File: src/rtl/cxb_pkg.sv
package cxb_pkg;
  localparam int HOST_AW      = 6;
  localparam int OFS_MODE     = 'h20;
  localparam int OFS_BELL     = 'h2A;
  localparam int OFS_DEST0    = 'h24;
  localparam int OFS_LEN0     = 'h27;
  localparam int OFS_MASK0    = 'h2C;
  localparam int OFS_STAT     = 'h30;
  localparam int OFS_DATA     = 'h3F;
  localparam logic [7:0] MODE_HOST_WR = 8'h02;
  localparam logic [7:0] BELL_RING    = 8'h01;

  function automatic logic ofs_hit(input logic [HOST_AW-1:0] a, input int ofs);
    return a == HOST_AW'(ofs);
  endfunction
endpackage

File: src/rtl/cxb_regs.sv
module cxb_regs
  import cxb_pkg::*;
#(
  parameter int ADDR_W    = 24,
  parameter int CNT_W     = 24,
  parameter int MASK_REGS = 4
) (
  input  logic               clk,
  input  logic               rst_n,
  input  logic [HOST_AW-1:0] host_addr,
  input  logic [7:0]         host_wdata,
  input  logic               host_wr,
  input  logic               host_rd,
  output logic [7:0]         host_rdata,
  input  logic               word_step,
  input  logic [7:0]         stat_byte,
  output logic [7:0]         mode,
  output logic [ADDR_W-1:0]  dest_addr,
  output logic [CNT_W-1:0]   words_left,
  output logic [7:0]         mask0,
  output logic               mode_wr,
  output logic               data_push,
  output logic               stat_wr,
  output logic               bell_pulse
);
  localparam int AB = ADDR_W / 8;
  localparam int CB = CNT_W / 8;

  logic [7:0] mask_q [MASK_REGS];
  logic [7:0] rd_mux;

  assign mode_wr   = host_wr && ofs_hit(host_addr, OFS_MODE);
  assign data_push = host_wr && ofs_hit(host_addr, OFS_DATA);
  assign stat_wr   = host_wr && ofs_hit(host_addr, OFS_STAT);
  assign mask0     = mask_q[0];

  always_ff @(posedge clk) begin
    if (!rst_n) begin
      mode       <= '0;
      dest_addr  <= '0;
      words_left <= '0;
      bell_pulse <= 1'b0;
      host_rdata <= '0;
      for (int m = 0; m < MASK_REGS; m++) mask_q[m] <= '0;
    end else begin
      if (mode_wr) mode <= host_wdata;
      if (word_step) begin
        dest_addr  <= dest_addr + 1'b1;
        words_left <= words_left - 1'b1;
      end
      for (int i = 0; i < AB; i++)
        if (host_wr && ofs_hit(host_addr, OFS_DEST0 + i)) dest_addr[8*i +: 8] <= host_wdata;
      for (int i = 0; i < CB; i++)
        if (host_wr && ofs_hit(host_addr, OFS_LEN0 + i)) words_left[8*i +: 8] <= host_wdata;
      for (int m = 0; m < MASK_REGS; m++)
        if (host_wr && ofs_hit(host_addr, OFS_MASK0 + m)) mask_q[m] <= host_wdata;
      bell_pulse <= host_wr && ofs_hit(host_addr, OFS_BELL) && (host_wdata == BELL_RING);
      if (host_rd) host_rdata <= rd_mux;
    end
  end

  always_comb begin
    rd_mux = '0;
    if (ofs_hit(host_addr, OFS_MODE)) rd_mux = mode;
    if (ofs_hit(host_addr, OFS_STAT)) rd_mux = stat_byte;
    for (int i = 0; i < AB; i++)
      if (ofs_hit(host_addr, OFS_DEST0 + i)) rd_mux = dest_addr[8*i +: 8];
    for (int i = 0; i < CB; i++)
      if (ofs_hit(host_addr, OFS_LEN0 + i)) rd_mux = words_left[8*i +: 8];
    for (int m = 0; m < MASK_REGS; m++)
      if (ofs_hit(host_addr, OFS_MASK0 + m)) rd_mux = mask_q[m];
  end
endmodule

File: src/rtl/cxb_packer.sv
module cxb_packer #(
  parameter int ADDR_W = 24
) (
  input  logic              clk,
  input  logic              rst_n,
  input  logic              push,
  input  logic [7:0]        push_byte,
  input  logic              enable,
  input  logic              flush,
  input  logic [ADDR_W-1:0] dest_addr,
  input  logic              mem_ready,
  output logic              word_step,
  output logic              stall,
  output logic              mem_valid,
  output logic [ADDR_W-1:0] mem_addr,
  output logic [31:0]       mem_data
);
  logic [1:0]  idx;
  logic [23:0] partial;
  logic        take;

  assign stall     = mem_valid && (idx == 2'd3);
  assign take      = push && enable && !stall;
  assign word_step = take && (idx == 2'd3);

  always_ff @(posedge clk) begin
    if (!rst_n) begin
      idx       <= '0;
      partial   <= '0;
      mem_valid <= 1'b0;
      mem_addr  <= '0;
      mem_data  <= '0;
    end else begin
      if (mem_valid && mem_ready) mem_valid <= 1'b0;
      if (flush) begin
        idx <= '0;
      end else if (take) begin
        if (idx == 2'd3) begin
          mem_data  <= {push_byte, partial};
          mem_addr  <= dest_addr;
          mem_valid <= 1'b1;
          idx       <= '0;
        end else begin
          partial[8*idx +: 8] <= push_byte;
          idx <= idx + 1'b1;
        end
      end
    end
  end
endmodule

File: src/rtl/cxb_irq.sv
module cxb_irq #(
  parameter int CHUNK_WORDS = 32
) (
  input  logic       clk,
  input  logic       rst_n,
  input  logic       accept,
  input  logic       last,
  input  logic       restart,
  input  logic       stat_wr,
  input  logic [1:0] stat_clr,
  input  logic [1:0] mask,
  output logic [7:0] stat_byte,
  output logic       irq
);
  localparam int CW = (CHUNK_WORDS > 1) ? $clog2(CHUNK_WORDS) : 1;

  logic [1:0]    status;
  logic [CW-1:0] chunk_cnt;

  assign stat_byte = {6'b0, status};
  assign irq       = |(status & mask);

  always_ff @(posedge clk) begin
    if (!rst_n) begin
      status    <= '0;
      chunk_cnt <= '0;
    end else begin
      if (stat_wr) status <= status & ~stat_clr;
      if (accept) begin
        if (last) begin
          status[0] <= 1'b1;
          chunk_cnt <= '0;
        end else if (chunk_cnt == CW'(CHUNK_WORDS - 1)) begin
          status[1] <= 1'b1;
          chunk_cnt <= '0;
        end else begin
          chunk_cnt <= chunk_cnt + 1'b1;
        end
      end
      if (restart) chunk_cnt <= '0;
    end
  end
endmodule

File: src/rtl/chunk_xfer_bridge.sv
module chunk_xfer_bridge
  import cxb_pkg::*;
#(
  parameter int ADDR_W      = 24,
  parameter int CNT_W       = 24,
  parameter int CHUNK_BYTES = 128
) (
  input  logic              clk,
  input  logic              rst_n,
  input  logic [5:0]        host_addr,
  input  logic [7:0]        host_wdata,
  input  logic              host_wr,
  input  logic              host_rd,
  output logic [7:0]        host_rdata,
  output logic              host_stall,
  output logic              irq_o,
  output logic              doorbell_o,
  output logic [ADDR_W-1:0] mem_addr,
  output logic [31:0]       mem_data,
  output logic              mem_valid,
  input  logic              mem_ready
);
  localparam int CHUNK_WORDS = CHUNK_BYTES / 4;

  logic [7:0]        mode;
  logic [ADDR_W-1:0] dest_addr;
  logic [CNT_W-1:0]  words_left;
  logic [7:0]        mask0;
  logic [7:0]        stat_byte;
  logic              mode_wr, data_push, stat_wr, word_step, xfer_en;

  assign xfer_en = (mode == MODE_HOST_WR) && (words_left != '0);

  cxb_regs #(.ADDR_W(ADDR_W), .CNT_W(CNT_W), .MASK_REGS(4)) regs_i (
    .clk(clk), .rst_n(rst_n), .host_addr(host_addr), .host_wdata(host_wdata),
    .host_wr(host_wr), .host_rd(host_rd), .host_rdata(host_rdata),
    .word_step(word_step), .stat_byte(stat_byte), .mode(mode),
    .dest_addr(dest_addr), .words_left(words_left), .mask0(mask0),
    .mode_wr(mode_wr), .data_push(data_push), .stat_wr(stat_wr),
    .bell_pulse(doorbell_o)
  );

  cxb_packer #(.ADDR_W(ADDR_W)) pack_i (
    .clk(clk), .rst_n(rst_n), .push(data_push), .push_byte(host_wdata),
    .enable(xfer_en), .flush(mode_wr), .dest_addr(dest_addr),
    .mem_ready(mem_ready), .word_step(word_step), .stall(host_stall),
    .mem_valid(mem_valid), .mem_addr(mem_addr), .mem_data(mem_data)
  );

  cxb_irq #(.CHUNK_WORDS(CHUNK_WORDS)) irq_i (
    .clk(clk), .rst_n(rst_n), .accept(mem_valid && mem_ready),
    .last(words_left == '0), .restart(mode_wr), .stat_wr(stat_wr),
    .stat_clr(host_wdata[1:0]), .mask(mask0[1:0]), .stat_byte(stat_byte),
    .irq(irq_o)
  );
endmodule

File: config.mk
export PLATFORM = sky130hd
export DESIGN_NAME = chunk_xfer_bridge
export DESIGN_NICKNAME = d
export VERILOG_FILES = /design/src/rtl/cxb_pkg.sv /design/src/rtl/cxb_regs.sv /design/src/rtl/cxb_packer.sv /design/src/rtl/cxb_irq.sv /design/src/rtl/chunk_xfer_bridge.sv
export SDC_FILE = /design/constraint.sdc
export NUM_CORES = 1
export LEC_CHECK = 0
export BUFFER_PORTS_ARGS = -buffer_cell sky130_fd_sc_hd__clkbuf_2
export CORE_UTILIZATION = 25
export CTS_CLUSTER_SIZE = 8
export DETAILED_ROUTE_END_ITERATION = 8
export PLACE_DENSITY = 0.39
export SLEW_MARGIN = 20
export SYNTH_ARGS = -nofsm -noshare
export SYNTH_HDL_FRONTEND = slang
export SYNTH_HIERARCHICAL = 1
export SYNTH_SLANG_ARGS = --single-unit
File: constraint.sdc
create_clock -name clk -period 6.6 [get_ports clk]
set_input_delay 1.32 -clock clk [delete_from_list [all_inputs] [get_ports clk]]
set_output_delay 1.32 -clock clk [all_outputs]
set_load 0.005 [all_outputs]
==> impl_metrics.json, run 1 <==
{
  "fillers": 3912,
  "grt_pass1_vias": 7148,
  "cts_max_path_buffers": 2,
  "setup_viol": 0,
  "routedWlPerCell_um": 19.3,
  "end_kind": "flop",
  "num_rows": 70,
  "ctsHoldBuffers": 0,
  "worstPathMaxFanout": 34,
  "outcome": "complete, no violations",
  "slew_headroom_pct": 27.1,
  "root_buffer": "clkbuf_16",
  "grt_max_degree": 136,
  "finalClockSkew_ns": 0.0126,
  "viasPerCell": 4.78,
  "cts-resized-gates": 0,
  "die_w_um": 196,
  "drc": 0,
  "clock.fmax_mhz": 245,
  "crit_chain": "clkbuf_2 -> and2_1 -> nand2_1 -> nor2_1 -> nand4_1 -> inv_1 -> buf_4 -> nor3b_1 -> nand3_1 -> or4_1 -> xor2_1 -> a21oi_1",
  "layout_common_cells": "nand2_1, dfxtp_1, mux2i_1",
  "cts.sinks": 187,
  "min_period_ns": 4.08,
  "fin_setup_tns_ns": 0,
  "met2_length_mm": 14.0,
  "antenna_found_initial": 2,
  "ys_ff_latch": 187,
  "multiInputGateArea_mm2": 0.00496,
  "period_share_pct": 61.8,
  "synthToLayoutAreaGrowth_pct": 14.4,
  "finalInstanceArea_mm2": 0.0108,
  "hpwl_mm": 20.3,
  "seqCellArea_mm2": 0.00406,
  "cts_tree": "yes",
  "clkTransAtPathRegs_ns": 0.08,
  "vias": 7529,
  "finalWirelength_mm": 30.5,
  "synth_top_flop_cell": "dfxtp_1",
  "worstPathArrival_ns": 4.46,
  "drt_iter0_markers": 569,
  "cp_top_family": "simple AND/OR/NAND/NOR gates",
  "layout_commonest_cell": "nand2_1",
  "io-pin-count": 87,
  "async_flop_share_pct": 0,
  "rsz0062_at_grt": "false",
  "leakage_uw": 0.00422,
  "core_area_mm2": 0.0369,
  "finalHoldViolCount": 0,
  "drv_slew": 0,
  "numPortBuffers": 86,
  "placed_area_mm2": 0.0102,
  "die-area_mm2": 0.0386,
  "die_h_um": 196,
  "cts_max_level": 4,
  "synth.avg_cell_area_um2": 9.35,
  "path_class": "in -> reg",
  "irDropWorstVdd_v": 0.000173,
  "crit_slowest_cell": "clkbuf_2",
  "initial_core_util_pct": 25.6,
  "dr.pass1.iters": 5,
  "postRouteAntennaNets": 0,
  "seq_area_frac_synth_pct": 43.0,
  "grt_overflow": 0,
  "nets": 1086,
  "dr_wl_met3_mm": 1.11,
  "critPathLaunchType": "input pin",
  "wl_met1_mm": 14.9,
  "cp.required_ns": 6.98,
  "post_cts_buffers": 0,
  "drive_above_1_share_pct": 15.3,
  "netlist_instances": 1011,
  "worst_skew_pair.late_latency_ns": 0.44,
  "powerDensity_mw_per_mm2": 223,
  "worst_pin_slew_ns": 1.09,
  "place.gp.congestion": 0.798,
  "cp_num_buf_inv": 3,
  "track_usage_pct": 16.0,
  "min_path_type": "reg -> reg",
  "synth_warnings": 6,
  "p_total_uw": 2410,
  "yosys.cell_types.count": 83,
  "synth-edff-count": 32,
  "syn_area_mm2": 0.00945,
  "crit_path_max_incr_delay_ns": 0.58,
  "numCtsBuffers": 17,
  "highest_layer": "met5",
  "finish.utilization_pct": 29.3,
  "grt_pass1_wl_mm": 46.1,
  "maxCapViolCount": 0
}
## worst paths after layout
path / startpoint / endpoint / slack, ns / depth (start not counted)
setup / recovery: host_addr[1] / regs_i/words_left[11]$_SDFFE_PN0P_ / 2.52 / 12
hold / removal: pack_i/mem_addr[7]$_SDFFE_PN0P_ / pack_i/mem_addr[7]$_SDFFE_PN0P_ / 0.46 / 2
setup reg to reg: regs_i/words_left[12]$_SDFFE_PN0P_ / regs_i/words_left[11]$_SDFFE_PN0P_ / 3.70 / 11
hold reg to reg: pack_i/mem_addr[7]$_SDFFE_PN0P_ / pack_i/mem_addr[7]$_SDFFE_PN0P_ / 0.46 / 2
## Yosys cell counts (3+ instances only)
library cell	count	area [um2]
o2111ai_1	6	52.6
mux2i_1	103	1030
nand3_1	50	250
buf_6	3	33.8
edfxtp_1	32	961
a21o_1	4	30.0
xor2_1	22	193
and3_2	3	22.5
o211a_1	15	150
a221oi_1	4	35.0
o2bb2ai_1	3	26.3
buf_2	11	55.1
nor2_1	32	120
nor4_1	9	56.3
o221ai_1	3	26.3
nand4b_1	3	26.3
xnor2_1	23	201
and2_1	40	250
buf_4	8	60.1
clkbuf_1	35	131
nor2b_1	20	125
ha_1	10	125
inv_1	15	56.3
o22ai_1	9	56.3
a21oi_1	44	220
mux2_2	6	67.6
nand4_1	9	56.3
or3_1	3	18.8
o21ai_0	51	255
nor3_1	11	55.1
dfxtp_1	155	3100
nand2_1	173	649
buf_8	4	60.1
o32ai_1	3	26.3
mux4_2	4	90.1
buf_1	7	26.3
and4_1	3	26.3
nand2b_1	7	43.8
nor4_2	6	75.1
and3_1	3	18.8
## per-stage QoR
step / instances / hold WS [ns] / worst slack [ns]
2_1_floorplan: 1016 / 0.438 / 3.07
3_3_place_gp: 1542 / 0.445 / 2.11
3_5_place_dp: 1542 / 0.447 / 2.10
4_1_cts: 1574 / 0.460 / 2.56
5_1_grt: 1575 / 0.479 / 2.19
6_report: 1575 / 0.458 / 2.52
## final cells by class
| type | instances | area share, % |
|---|---|---|
| clock buffers | 17 | 3.94 |
| multi-input cells | 744 | 45.9 |
| clock inverters | 15 | 1.63 |
| inverters | 15 | 0.521 |
| flip-flops and latches | 187 | 37.6 |
| well taps | 504 | 5.83 |
| repair buffers | 92 | 4.57 |
| diodes | 1 | 0.0231 |
## flip-flops by register name (all words and copies together), names as in the netlist
| name | count |
|---|---|
| irq_i/chunk_cnt | 5 |
| irq_i/status | 2 |
| pack_i/idx | 2 |
| pack_i/mem_addr | 24 |
| pack_i/mem_data | 32 |
| pack_i/mem_valid | 1 |
| pack_i/partial | 24 |
| regs_i/bell_pulse | 1 |
| regs_i/dest_addr | 24 |
| regs_i/host_rdata | 8 |
| regs_i/mask_q | 32 |
| regs_i/mode | 8 |
| regs_i/words_left | 24 |
## kinds of logic (layout without fill, tap and decap cells)
kind of cell	count (synthesis)	in the layout	synth area share, %
AND/OR/NAND/NOR	404	404	22.8
flip-flops	187	187	43.0
AO/OA/AOI/OAI	166	166	11.3
multiplexers	113	113	12.6
buffers and inverters	85	139	4.74
XOR/XNOR	45	45	4.17
adder cells (fa/ha/maj)	10	10	1.32
other	1	7	0.0397
## worst register-to-register path: stages, from the launching register on
cell and delay [ns]:
dfxtp_1 0.59, nor4_2 0.11, nand4_1 0.20, o211a_1 0.26, nand4_1 0.13, inv_1 0.09
buf_4 0.22, nor3b_1 0.34, nand3_1 0.18, or4_1 0.44, xor2_1 0.16, a21oi_1 0.14
## routing by layer
layer	vias up	GRT usage [%]
li1	3667	-
met1	3688	22.6
met2	152	24.6
met3	20	2.62
met4	2	4.95
met5	-	0
## where the power goes
| part | switching (uW) | internal (uW) | total, uW |
|---|---|---|---|
| Clock | 515 | 575 | 1090 |
| Sequential | 10.2 | 1170 | 1180 |
| Combinational | 103 | 39.3 | 142 |
| Total | 628 | 1790 | 2410 |
No activity file was read; power rests on OpenSTA's default activity.
==> run 2, diff against run 1 <==
--- a/config.mk
+++ b/config.mk
@@ -5,6 +5,7 @@
 export SDC_FILE = /design/constraint.sdc
 export NUM_CORES = 1
 export LEC_CHECK = 0
+export ABC_AREA = 1
 export BUFFER_PORTS_ARGS = -buffer_cell sky130_fd_sc_hd__clkbuf_2
 export CORE_UTILIZATION = 25
 export CTS_CLUSTER_SIZE = 8
==> constraint.sdc (replaced) <==
create_clock -name clk -period 4.1 [get_ports clk]
set_input_delay 0.82 -clock clk [delete_from_list [all_inputs] [get_ports clk]]
set_output_delay 0.82 -clock clk [all_outputs]
set_load 0.005 [all_outputs]
==> run 2 against run 1 <==
  * Count of clock-buffer cells in the layout increased by 3
  * Total power increased by 59%
  * Clock power increased by 60%
  * Combinational power increased by 37%
  * First-iteration DRC count decreased by 11%
  * Setup slack got worse by 1.3 ns
  * Clock skew decreased by 0.0019 ns
  * Core utilization increased by 0.10 points
  * Largest cell class unchanged
==> impl_metrics.json, run 2 <==
{
  "vias": 9201,
  "maxCapViolCount": 0,
  "seqCellArea_mm2": 0.00406,
  "crit_slowest_cell": "nor2_1",
  "yosysMostFrequentCell": "nand2_1",
  "nets": 1594,
  "cts-resized-gates": 0,
  "crit_chain": "clkbuf_2 -> nand2_1 -> nor2_1 -> inv_1 -> nor3_1 -> nand2_1 -> nor2_4 -> nand2_1 -> inv_1 -> clkinv_1 -> buf_4 -> nor2_1 -> o21ai_1 -> o211ai_1 -> nand2_1 -> inv_1",
  "critPathLaunchType": "input pin",
  "routedWlPerCell_um": 15.7,
  "fin_cells": 2096,
  "drv_slew": 0,
  "powerDensity_mw_per_mm2": 334,
  "layout_common_cells": "nand2_1, nor2_1, inv_1",
  "worstPathArrival_ns": 3.30,
  "io-pin-count": 87,
  "antenna_found_initial": 0,
  "worstPathMaxFanout": 9,
  "hpwl_mm": 23.5,
  "drt_iter0_markers": 506,
  "clkTransAtPathRegs_ns": 0.07,
  "postRouteAntennaNets": 0,
  "setup_viol": 0,
  "end_kind": "flop",
  "track_usage_pct": 16.5,
  "grt_pass1_vias": 8904,
  "crit_path_frequent_cell": "nand2_1",
  "cts.sinks": 187,
  "synth_top_cell_by_area": "dfxtp_1",
  "fillers": 4354,
  "drc": 0,
  "synth_common_cells": "nand2_1, nor2_1, inv_1",
  "grt_overflow": 0,
  "die_h_um": 202,
  "synth_warnings": 6,
  "min_path_type": "reg -> reg",
  "netlist_instances": 1492,
  "core_area_mm2": 0.0390,
  "root_buffer": "clkbuf_16",
  "fin_setup_tns_ns": 0,
  "ys_ff_latch": 187,
  "cts_tree": "yes",
  "viasPerCell": 4.39,
  "grt_pass1_wl_mm": 51.4,
  "num_rows": 72,
  "diodes": 0,
  "yosysTopAreaCellShare_pct": 31.2,
  "dr.pass1.iters": 5,
  "finalWirelength_mm": 32.9,
  "die-area_mm2": 0.0406,
  "post-place-cells": 2064,
  "ctsHoldBuffers": 0,
  "setup_slack_ns": 1.20,
  "rsz0062_at_grt": "false",
  "synth.avg_cell_area_um2": 6.68,
  "dp_slack_ns": 0.697,
  "cp_num_buf_inv": 6,
  "post_cts_buffers": 0,
  "synth_area_leaders": "dfxtp_1, nand2_1, nor2_1",
  "synth_top_flop_cell": "dfxtp_1",
  "numPortBuffers": 86,
  "path_class": "in -> reg",
  "synth-edff-count": 32,
  "grt_max_degree": 75,
  "async_flop_share_pct": 0,
  "numCtsBuffers": 17,
  "finish.utilization_pct": 29.4,
  "drive_above_1_share_pct": 11.3,
  "cts_max_path_buffers": 2,
  "cts_max_level": 4,
  "die_w_um": 202,
  "finalHoldViolCount": 0,
  "outcome": "complete, no violations",
  "irDropWorstVdd_v": 0.000283,
  "p_total_uw": 3830,
  "yosys.cell_types.count": 45,
  "finalClockSkew_ns": 0.0108,
  "multiInputGateArea_mm2": 0.00484,
  "place.gp.congestion": 0.892,
  "crit_path_max_incr_delay_ns": 0.40,
  "clock.fmax_mhz": 344,
  "worst_skew_pair.late_latency_ns": 0.45,
  "period_share_pct": 70.8,
  "cp.required_ns": 4.49,
  "leakage_uw": 0.00544,
  "initial_core_util_pct": 25.5,
  "cp_top_family": "simple AND/OR/NAND/NOR gates",
  "min_period_ns": 2.90,
  "synthToLayoutAreaGrowth_pct": 15.2,
  "worst_pin_slew_ns": 0.685,
  "seq_area_frac_synth_pct": 40.8,
  "reg_top3": "pack_i/mem_data x32, regs_i/mask_q x32",
  "syn_area_mm2": 0.00996,
  "slew_headroom_pct": 54.4,
  "layout_commonest_cell": "nand2_1"
}
## run 2: metal layers
layer | wire length [um] | part of all wire, % | GRT usage (%) | vias to the layer above
met4 | 473 | 1.4 | 4.36 | 0
li1 | - | - | - | 4755
met1 | 16000 | 49 | 22.4 | 4265
met5 | 0 | 0 | 0 | -
met3 | 1260 | 3.8 | 3.08 | 22
met2 | 15200 | 46 | 26.8 | 159
## run 2: final timing paths
check / to / slack (ns) / cells after the start / startpoint
setup / recovery: regs_i/words_left[15]$_SDFFE_PN0P_ / 1.20 / 16 / host_addr[3]
hold / removal: regs_i/host_rdata[5]$_SDFFE_PN0P_ / 0.47 / 2 / regs_i/host_rdata[5]$_SDFFE_PN0P_
setup reg to reg: regs_i/words_left[15]$_SDFFE_PN0P_ / 1.47 / 17 / regs_i/words_left[11]$_SDFFE_PN0P_
hold reg to reg: regs_i/host_rdata[5]$_SDFFE_PN0P_ / 0.47 / 2 / regs_i/host_rdata[5]$_SDFFE_PN0P_
## run 2: cell type report
class,instances,area share [%]
well taps,518,5.65
repair buffers,97,4.60
clock inverters,12,1.10
flip-flops and latches,187,35.4
multi-input cells,1048,42.2
inverters,214,7.02
clock buffers,20,4.07
## run 2: cells by family after synthesis
logic type / count (synthesis) / share of synthesized area [%]
other: 1 / 0.0377
flip-flops: 187 / 40.8
XOR/XNOR: 34 / 2.99
adder cells (fa/ha/maj): 10 / 1.26
buffers and inverters: 262 / 10.9
AND/OR/NAND/NOR: 873 / 36.9
AO/OA/AOI/OAI: 125 / 7.16
## run 2: tightest hold or removal path, delay by kind of cell (launching register included)
family | cells | cell delay (ns)
DFF | 1 | 0.31
AOI/OAI and AO/OA | 1 | 0.05
and+or+nand+nor | 1 | 0.06
## run 2: power breakdown
group | internal [uW] | switching (uW)
Clock | 908 | 832
Sequential | 1890 | 10.7
Combinational | 43.3 | 150
Total | 2840 | 993
## run 2: through the flow
stage          hold slack [ns]  instance area (um2)
2_1_floorplan            0.444                 9980
3_3_place_gp             0.460                10900
3_5_place_dp             0.457                10900
4_1_cts                  0.468                11500
5_1_grt                  0.492                11500
6_report                 0.466                11500
